File: src/rtl/lfsr_conditioner.sv
module lfsr_conditioner #(
  parameter logic [31:0] S1_SEED  = 32'hC3A5_9E17,
  parameter logic [31:0] S2_SEED  = 32'h5F0E_D2B1,
  parameter logic [30:0] AUX_SEED = 31'h2BAD_F00D,
  parameter int          AUX_SEL2 = 15
) (
  input  logic       clk,
  input  logic       rst_n,
  input  logic       raw_valid,
  input  logic [1:0] raw_bits,
  output logic       cond_valid,
  output logic       cond_bit
);

  function automatic logic [31:0] advance(input logic [31:0] s, input logic [1:0] sel, input logic inv);
    logic        fb;
    logic [31:0] n;
    case (sel)
      2'd0:    fb = s[31] ^ s[21] ^ s[1] ^ s[0];
      2'd1:    fb = s[31] ^ s[6] ^ s[4] ^ s[2] ^ s[1] ^ s[0];
      2'd2:    fb = s[31] ^ s[27] ^ s[26] ^ s[0];
      default: fb = s[31] ^ s[29] ^ s[25] ^ s[24];
    endcase
    n = {s[30:0], fb ^ inv};
    if (n == 32'd0) n = 32'd1;
    return n;
  endfunction

  logic [30:0] aux;
  logic [31:0] s1, s2;
  logic        hold, have;

  wire [30:0] aux_next = {aux[29:0], aux[30] ^ aux[27]};
  wire [31:0] s1_next  = advance(s1, raw_bits, aux[0]);
  wire [31:0] s2_next  = advance(s2, {s1_next[0], hold}, aux[AUX_SEL2]);

  always_ff @(posedge clk or negedge rst_n) begin
    if (!rst_n) begin
      aux        <= AUX_SEED;
      s1         <= S1_SEED;
      s2         <= S2_SEED;
      hold       <= 1'b0;
      have       <= 1'b0;
      cond_valid <= 1'b0;
    end else begin
      cond_valid <= raw_valid & have;
      if (raw_valid) begin
        aux  <= aux_next;
        s1   <= s1_next;
        have <= ~have;
        if (have) s2 <= s2_next;
        else      hold <= s1_next[0];
      end
    end
  end

  assign cond_bit = s2[0];

endmodule

File: config.mk
export PLATFORM = sky130hd
export DESIGN_NAME = lfsr_conditioner
export DESIGN_NICKNAME = d
export VERILOG_FILES = /design/src/rtl/lfsr_conditioner.sv
export SDC_FILE = /design/constraint.sdc
export NUM_CORES = 1
export LEC_CHECK = 0
export CAP_MARGIN = 25
export CORE_AREA = 4 4 89 91
export DETAILED_ROUTE_END_ITERATION = 8
export DIE_AREA = 0 0 93 95
export PLACE_DENSITY = 0.75
export SLEW_MARGIN = 0
export SYNTH_ARGS = -nofsm -noshare
export SYNTH_HDL_FRONTEND = slang
export SYNTH_SLANG_ARGS = --single-unit
File: constraint.sdc
create_clock -name clk -period 2.7 [get_ports clk]
set_input_delay 0.27 -clock clk [delete_from_list [all_inputs] [get_ports clk]]
set_output_delay 0.27 -clock clk [all_outputs]
set_load 0.005 [all_outputs]
======== After elaboration in Yosys (flattened, before gate mapping) ========
Index checks and enable logic that the tools add are counted.
word-level totals
  flip-flop bits (word level) ............. 98
  bits of input ports ..................... 5
  output and inout bits ................... 2
  word-level logic and storage cells ...... 53
cells by class
  eq/ne operators ......................... 4
  multiplexer cells ....................... 4
  bitwise operators ....................... 33
  reduce and logical (&&, ||, !) cells .... 6
operator list
  operator                                                         number
  32-bit zero test                                                 2
  32-bit 2-to-1 mux                                                2
  1-bit XOR                                                        31
  1-bit case mux with 3 select lines                               2
  2-bit by 1-bit == test with 1-bit output, second input constant  2
  2-bit == test, second input constant                             2
  2-bit zero test                                                  2
  2-bit AND reduction                                              2
  1-bit bitwise AND                                                1
  1-bit inverter                                                   1

======== Logic depth before layout (Yosys ltp) ========
Gate-level depths: netlist of the first run.
  word-level depth ........................ 14
  gate-level depth with buffers ........... 7
  gate-level depth less buffers ........... 7

======== Worst setup path before layout of the first run ========
No wires, ideal clock.
  kind .................................... register -> register
  start ................................... register s1[31]
  end ..................................... register s2[0]
  setup time .............................. 83 ps
  data arrival time ....................... 2051 ps
  required time ........................... 2617 ps
  setup slack ............................. 566 ps
  cell stages (with the launch flop) ...... 7
  path buffers ............................ 0
  clock period less this slack ............ 2134 ps
  cell sequence ........................... dfstp_2 > xnor3_1 > and2_0 > mux2i_1 > o21a_4 > mux2_4 > o311a_1
on the way
  cells in the longest elaborated chain, start to end .. 14
  elaborated cells between the ends (all ways) .. 25
  those cells by class .................... eq/ne: 2; mux: 4; bitwise: 16; reduce/logical: 3
RTL lines
  what                                         RTL line  source
  start, declared                              30        logic [31:0] s1, s2;
  start signal, assigned                       49        s1 <= s1_next;
  1-bit XOR (5 in series)                      20        2'd1: fb = s[31] ^ s[6] ^ s[4] ^ s[2] ^ s[1] ^ s[0];
  1-bit case mux with 3 select lines (*)       18        case (sel)
  1-bit XOR (*)                                24        n = {s[30:0], fb ^ inv};
  32-bit zero test                             25        if (n == 32'd0) n = 32'd1;
  32-bit 2-to-1 mux (*)                        25
  2-bit == test, or another cell as far along  18
  1-bit case mux with 3 select lines (*)       18
  1-bit XOR (*)                                24
  32-bit zero test                             25
  32-bit 2-to-1 mux (*)                        25
  end signal, assigned                         51        if (have) s2 <= s2_next;
  end, declared                                30
Every way passes the cells marked *; elsewhere a longest branch is shown, timed or not.
A chain may end at the register's enable or synchronous reset.

======== Final worst setup path of the first run ========
Ends and elaborated chain as after synthesis.

==> results.json, run 1 <==
{
  "row_count": 31,
  "cts_root_buf": "clkbuf_8",
  "dieArea_sq_um": 8840,
  "fin_area_sq_um": 4540,
  "cts_tree": "built",
  "die_y_um": 95,
  "yosys-top-cells-count": "92 x mux2_2, 50 x dfstp_2, 48 x dfrtp_1",
  "status": "finished clean",
  "via_per_inst": 5.43,
  "syn_inst": 275,
  "dpl_cell_area_sq_um": 4330,
  "antenna_found_initial": 0,
  "clk_pin_slew_ps": 100,
  "cp_max_fo": 4,
  "grt_max_degree": 68,
  "synth_warnings": 0,
  "finalCritPeriodShare_pct": 83.7,
  "critPathLaunchType": "flop",
  "endpoint_kind": "flop",
  "synth_area_leaders": "dfstp_2 32%, dfrtp_1 29%, mux2_2 25%, xnor2_1 2.5%, nor4_1 2.1%",
  "synth.most_common_cell": "mux2_2",
  "synth.avg_cell_area_sq_um": 15.1,
  "antenna_cells": 0,
  "synth_edf_count": 0,
  "critical_path_class": "flop to flop",
  "fin_nets": 291,
  "first_pass_iters": 6,
  "core_area_sq_um": 7140,
  "finalHoldViolations": 0,
  "rsz0062_at_grt": "false",
  "rrSetupSlack_ps": 440,
  "tightest_slew_ps": 777,
  "fin_setup_tns_ps": 0,
  "fillers": 565,
  "hold_path.class": "input pin to async pin",
  "final_util_pct": 63.6,
  "routedWlPerCell_um": 15.9,
  "cts.htree.levels": 3,
  "clockBufferDepth": 2,
  "dr_total_vias": 2116,
  "grtUsageTotal_pct": 16.2,
  "ys_seq_area_share_pct": 60.5,
  "drv_slew": 0,
  "worstReg2RegEnd": "s2[0]",
  "grt_pass1_vias": 2274,
  "placement.io_buffers": 6,
  "ff2ff_path_depth": 6,
  "synth_nets": 280,
  "setup_violations": 0,
  "die_w_um": 93,
  "finalCriticalPeriod_ps": 2260,
  "clkLatencyLatePin_ps": 370,
  "skew_ps": 15.4,
  "place_inst": 373,
  "synth-async-reset-ratio_pct": 100,
  "drc": 0,
  "drive_gt1_share_pct": 56.7,
  "cts.sinks": 98,
  "ys_types": 27,
  "wl_mm": 6.19,
  "maxCapViolations": 0,
  "drtIter0Drc": 59,
  "cts_made_buffers": 9,
  "start_util_pct": 58.2,
  "gp_congestion": 0.814,
  "fmax_mhz": 442,
  "area_growth_pct": 9.27,
  "worst_hold_slack_ps": 460,
  "required_ps": 2980,
  "dpl.hpwl_mm": 3.97,
  "post-cts-setup-buffers": 0,
  "synth_area_sq_um": 4160,
  "grt_overflow": 0,
  "synth_top_area_cell": "dfstp_2",
  "ir_worst_vdd_v": 0.000427,
  "relSlewSlack_pct": 48.2,
  "r2r-start": "s1[31]",
  "synth_seq_cells": 98,
  "synth_top_area_share_pct": 31.6,
  "total_power_mw": 5.08,
  "ios": 7,
  "ant_nets": 0,
  "powerDensity_nw_per_um2": 1120,
  "pre_cts_slack_ps": 444,
  "leakagePower_nw": 1.90,
  "finalNonFillerCells": 390,
  "setup_slack_ps": 439,
  "ys.flop_type": "dfstp_2",
  "cp.arrival_ps": 2540,
  "grt_pass1_wl_mm": 10.9
}
[registers in the layout, summed over array words and instances (netlist names)]
| register | count |
|---|---|
| have | 1 |
| hold | 1 |
| s1 | 32 |
| cond_valid | 1 |
| aux | 31 |
| s2 | 32 |
[layer usage]
layer	share of wire [%]	vias up	wire length, um	global-route usage [%]
met5	0	-	0	0
met4	2.0	0	124	7.45
met3	2.4	9	146	4.30
met2	45	20	2770	23.3
met1	51	1075	3150	22.9
li1	-	1012	-	-
[how the worst max path moves through the flow]
stage | end | slack (ps) | start
final | s2[0] | 440 | s1[31]
after global routing | s2[0] | 360 | s1[4]
after CTS | s2[0] | 440 | s1[31]
after detailed placement | s2[0] | 440 | s1[31]
after global placement | s2[0] | 510 | raw_bits[0]
after floorplan | s2[0] | 570 | s1[31]
[placed cells by master, fill, tap and decap left out, types with 4 or more instances in the layout]
master,Yosys,layout
mux2_2,92,92
dfstp_2,50,50
dfrtp_1,48,48
nor4_1,14,14
xnor2_1,12,12
clkbuf_8,0,10
nor2_1,9,9
xor2_1,5,5
mux2i_1,5,5
nand4_1,4,4
clkdlybuf4s50_1,0,4
buf_4,0,4
[logic make-up (layout without fill, tap and decap cells)]
| group | after synthesis | count (layout) | share of synthesized area [%] |
|---|---|---|---|
| buffers and inverters | 13 | 29 | 1.17 |
| AO/OA/AOI/OAI | 10 | 10 | 1.90 |
| flip-flops | 98 | 98 | 60.5 |
| XOR/XNOR | 20 | 20 | 5.27 |
| multiplexers | 98 | 98 | 26.5 |
| AND/OR/NAND/NOR | 36 | 36 | 4.67 |
[power breakdown]
part | leakage [nW] | total [mW] | internal (mW) | switching (mW)
Clock | 0.0888 | 0.937 | 0.454 | 0.483
Sequential | 1.12 | 2.69 | 2.24 | 0.449
Combinational | 0.688 | 1.45 | 0.901 | 0.544
[cell type report]
type	instances	area (sq um)	area share (%)
Tap cell	99	124	2.73
Clock buffer	12	145	3.20
Sequential cell	98	2510	55.4
Inverter	2	7.51	0.165
Multi-Input combinational cell	164	1590	35.1
Timing Repair Buffer	11	105	2.31
Clock inverter	4	52.6	1.16
[critical path, stage by stage, from the launching register on]
cell,delay [ps]
dfstp_2,570
xnor3_1,420
and2_0,170
mux2i_1,200
o21a_4,180
mux2_4,310
o311a_1,340
[timing repair]
item	4_1_cts	5_1_grt
endpoints found under the setup margin	0	0
endpoints found under the hold margin	24	0
hold buffers	1	0
gates resized for setup	0	0
No activity file was read; power rests on OpenSTA's default activity.
==> run 2, diff against run 1 <==
==> constraint.sdc (replaced) <==
create_clock -name clk -period 2.2 [get_ports clk]
set_input_delay 0.22 -clock clk [delete_from_list [all_inputs] [get_ports clk]]
set_output_delay 0.22 -clock clk [all_outputs]
set_load 0.005 [all_outputs]
==> results.json, run 2 (synthesis gave the netlist of run 1 again) <==
{
  "drc": 0,
  "clkLatencyLatePin_ps": 360,
  "cts.htree.levels": 3,
  "dpl_cell_area_sq_um": 4360,
  "dieArea_sq_um": 8840,
  "path_depth": 6,
  "ios": 7,
  "pre_cts_slack_ps": -11.4,
  "final_util_pct": 64.3,
  "cts_root_buf": "clkbuf_8",
  "fmax_mhz": 468,
  "clockBufferDepth": 2,
  "die_w_um": 93,
  "top_regs": "s1 x32, s2 x32, aux x31",
  "final_cell_mix": "92 x mux2_2, 50 x dfstp_2, 48 x dfrtp_1",
  "tightest_slew_ps": 450,
  "wl_mm": 6.11,
  "critical_path_class": "flop to flop",
  "r2r-start": "s1[31]",
  "finalCritPeriodShare_pct": 97.2,
  "start_util_pct": 58.2,
  "path_cells": "xnor3_1, and2_0, mux2i_1, o21a_4, mux2_4, o311a_1",
  "via_per_inst": 5.39,
  "core_area_sq_um": 7140,
  "fillers": 547,
  "finalHoldViolations": 0,
  "area_growth_pct": 10.5,
  "hold_depth": 2,
  "powerDensity_nw_per_um2": 1380,
  "slowest_stage": "dfstp_2",
  "grt_max_degree": 60,
  "status": "finished clean",
  "drtIter0Drc": 58,
  "relSlewSlack_pct": 70.0,
  "critPathLaunch": "s1[31]",
  "ant_nets": 0,
  "antenna_found_initial": 0,
  "fin_area_sq_um": 4590,
  "cts_made_buffers": 9,
  "placement.io_buffers": 6,
  "hold_path.class": "input pin to flop",
  "rsz0062_at_grt": "true",
  "die_y_um": 95,
  "row_count": 31,
  "drv_slew": 0,
  "first_pass_iters": 4,
  "grtUsageTotal_pct": 15.8,
  "grt_overflow": 0,
  "cp_max_fo": 2,
  "crit_family": "flip-flops",
  "cts.sinks": 98,
  "ir_worst_vdd_v": 0.000533,
  "total_power_mw": 6.32,
  "setup_slack_ps": 62.2,
  "gp_congestion": 0.814,
  "cts_tree": "built",
  "grt_pass1_vias": 2230,
  "final_common_cell": "mux2_2",
  "ff2ff_path_depth": 6,
  "dpl.hpwl_mm": 3.94,
  "fin_nets": 295,
  "setup_violations": 0,
  "endpoint_kind": "flop",
  "dr_total_vias": 2123,
  "required_ps": 2490,
  "routedWlPerCell_um": 15.5,
  "leakagePower_nw": 1.93,
  "antenna_cells": 0,
  "skew_ps": 13.0,
  "crit_buf_inv": 0,
  "drive_gt1_share_pct": 57.6,
  "worstHoldStart": "raw_valid",
  "cp.arrival_ps": 2430,
  "critPathLaunchType": "flop",
  "critical-path-max-stage-delay_ps": 540,
  "grt_pass1_wl_mm": 10.8,
  "clk_pin_slew_ps": 90,
  "finalCriticalPeriod_ps": 2140,
  "maxCapViolations": 0
}
-- run 2: cell type report --
cell class | instances | area (sq um) | area share, %
clock buffer | 12 | 155 | 3.38
clock inverter | 4 | 50.0 | 1.09
inverter | 2 | 7.51 | 0.163
multi-input combinational | 164 | 1590 | 34.7
sequential | 98 | 2510 | 54.8
tap | 99 | 124 | 2.70
timing repair buffer | 15 | 148 | 3.22
-- run 2: repair_timing --
action / CTS / global route
setup buffers: 1 / 1
endpoints found under the hold margin: 20 / 0
hold buffers: 1 / 0
endpoints found under the setup margin: 1 / 2
gates resized for setup: 0 / 1
pin swaps: 0 / 2
-- run 2: path summary, 6_finish.rpt --
kind	to	slack, ps
setup reg to reg	s2[0]	60
max in group asynchronous	s1[15]	1140
setup / recovery	s2[0]	60
min in group asynchronous	s2[8]	350
hold reg to reg	aux[11]	510
hold / removal	aux[11]	320
-- run 2: metal layers --
metal,global-route usage [%],share of wire (%)
met1,22.6,51
met2,23.2,45
met5,0,0
met4,8.06,2.2
met3,2.87,1.8
-- run 2: worst register-to-register path, stage by stage (launching register included) --
cell and delay [ps]:
dfstp_2 540, xnor3_1 390, and2_0 160, mux2i_1 210, o21a_4 180, mux2_4 310, o311a_1 290
-- run 2: power by group --
group / internal (mW) / switching (mW)
Sequential: 2.75 / 0.542
Clock: 0.587 / 0.593
Combinational: 1.16 / 0.679
-- run 2: stage by stage --
step / setup TNS [ps] / hold slack [ps] / instances
finish: 0 / 320 / 394
global route: -92.9 / 324 / 394
CTS: 0 / 305 / 393
detailed placement: -11.4 / 198 / 375
global placement: 0 / 195 / 375
floorplan: 0 / -75.6 / 275
==> run 3, diff against run 2 <==
==> constraint.sdc (replaced) <==
create_clock -name clk -period 2.5 [get_ports clk]
set_input_delay 0.25 -clock clk [delete_from_list [all_inputs] [get_ports clk]]
set_output_delay 0.25 -clock clk [all_outputs]
set_load 0.005 [all_outputs]
==> results.json, run 3 (synthesis gave the netlist of run 1 again) <==
{
  "switching_share_pct": 28.6,
  "critPathCapture": "s2[0]",
  "crit_family": "flip-flops",
  "cts_tree": "built",
  "grt_overflow": 0,
  "fmax_mhz": 444,
  "cts.htree.levels": 3,
  "first_pass_iters": 4,
  "endpoint_kind": "flop",
  "die_w_um": 93,
  "cts.sinks": 98,
  "p_int_mw": 3.96,
  "final_util_pct": 63.9,
  "skew_ps": 7.35,
  "dieArea_sq_um": 8840,
  "drtIter0Drc": 84,
  "cp.arrival_ps": 2540,
  "ir_worst_vdd_v": 0.000387,
  "rsz0062_at_grt": "false",
  "clkLatencyLatePin_ps": 360,
  "required_ps": 2780,
  "clk_pin_slew_ps": 90,
  "path_depth": 6,
  "antenna_found_initial": 0,
  "routedWlPerCell_um": 15.6,
  "post-cts-setup-buffers": 0,
  "row_count": 31,
  "ant_nets": 0,
  "status": "finished clean",
  "p_switching_mw": 1.59,
  "dr_total_vias": 2120,
  "final_common_cell": "mux2_2",
  "finalCriticalPeriod_ps": 2250,
  "antenna_cells": 0,
  "worstReg2RegEnd": "s2[0]",
  "grt_max_degree": 68,
  "path_cells": "xnor3_1, and2_0, mux2i_1, o21a_4, mux2_4, o311a_1",
  "critical-path-max-stage-delay_ps": 580,
  "core_area_sq_um": 7140,
  "finalNonFillerCells": 390,
  "start_util_pct": 58.2,
  "clockBufferDepth": 2,
  "fin_nets": 291,
  "finalHoldViolations": 0,
  "finalCritPeriodShare_pct": 90.1,
  "met2_usage_pct": 23.9,
  "slowest_stage": "dfstp_2",
  "cp_max_fo": 4,
  "cts_root_buf": "clkbuf_8",
  "relSlewSlack_pct": 48.2,
  "top_regs": "s1 x32, s2 x32, aux x31",
  "die_y_um": 95,
  "area_growth_pct": 9.75,
  "cts_made_buffers": 9,
  "ios": 7,
  "drc": 0,
  "hold_path.class": "input pin to async pin",
  "critical_path_class": "flop to flop",
  "wl_mm": 6.09,
  "critPathLaunch": "s1[31]",
  "final_cell_mix": "92 x mux2_2, 50 x dfstp_2, 48 x dfrtp_1",
  "place_inst": 373,
  "drive_gt1_share_pct": 57.0,
  "busiest_layer": "met2",
  "r2r-start": "s1[31]",
  "p_seq_share_pct": 52.4,
  "powerDensity_nw_per_um2": 1220,
  "drv_slew": 0,
  "leakagePower_nw": 1.92,
  "p_comb_share_pct": 28.0,
  "gp_congestion": 0.785,
  "crit_buf_inv": 0,
  "grtUsageTotal_pct": 16.1,
  "fin_setup_tns_ps": 0,
  "grt_use_met3_pct": 4.06,
  "via_per_inst": 5.44,
  "clkPwrFrac_pct": 19.6,
  "dpl.hpwl_mm": 4.02,
  "maxCapViolations": 0,
  "setup_violations": 0,
  "use_met1_pct": 22.4,
  "tightest_slew_ps": 777,
  "critPathLaunchType": "flop",
  "placement.io_buffers": 6,
  "grt_pass1_wl_mm": 10.9,
  "worst_hold_slack_ps": 457,
  "ff2ff_path_depth": 6,
  "grt_pass1_vias": 2217,
  "rrSetupSlack_ps": 250
}
-- run 3: stage by stage --
| step | area [sq um] | power (mW) | setup slack, ps |
|---|---|---|---|
| after detailed placement | 4330 | 4.51 | 263 |
| final | 4560 | 5.55 | 249 |
| after global placement | 4330 | 4.42 | 320 |
| after floorplan | 4160 | 4.09 | 366 |
| after global routing | 4560 | 5.92 | 150 |
| after CTS | 4560 | 5.62 | 252 |
-- run 3: worst min path at each step --
| stage | slack, ps | depth (start not counted) | startpoint | endpoint |
|---|---|---|---|---|
| after floorplan | -50 | 0 | rst_n | aux[10] |
| after global placement | 310 | 1 | rst_n | cond_valid |
| after detailed placement | 310 | 1 | rst_n | cond_valid |
| after CTS | 460 | 2 | rst_n | cond_valid |
| after global routing | 510 | 2 | rst_n | s2[3] |
| final | 460 | 2 | rst_n | s2[3] |
-- run 3: power groups by stage --
stage          registers, mW  clock network (mW)  logic (mW)
2_1_floorplan           2.77                   0        1.32
3_3_place_gp            2.91                   0        1.51
3_5_place_dp            2.94                   0        1.56
4_1_cts                 2.91                1.13        1.57
5_1_grt                 3.01                1.20        1.71
6_report                2.91                1.09        1.55
-- run 3: timing repair --
action                                 in CTS  in global routing
hold buffers                                1                  0
resized for setup                           0                  0
endpoints found under the hold margin      24                  0
-- run 3: metal layers --
metal | up-vias | share of wire (%)
li1 | 1010 | -
met1 | 1079 | 49
met2 | 21 | 46
met3 | 10 | 2.3
met4 | 0 | 2.4
met5 | - | 0
-- run 3: area by class of cell --
class / instances / area [sq um]
clock buffers: 10 / 128
clock inverters: 6 / 90.1
fillers: 574 / 2570
inverters: 2 / 7.51
multi-input cells: 164 / 1590
flip-flops and latches: 98 / 2510
well taps: 99 / 124
repair buffers: 11 / 105
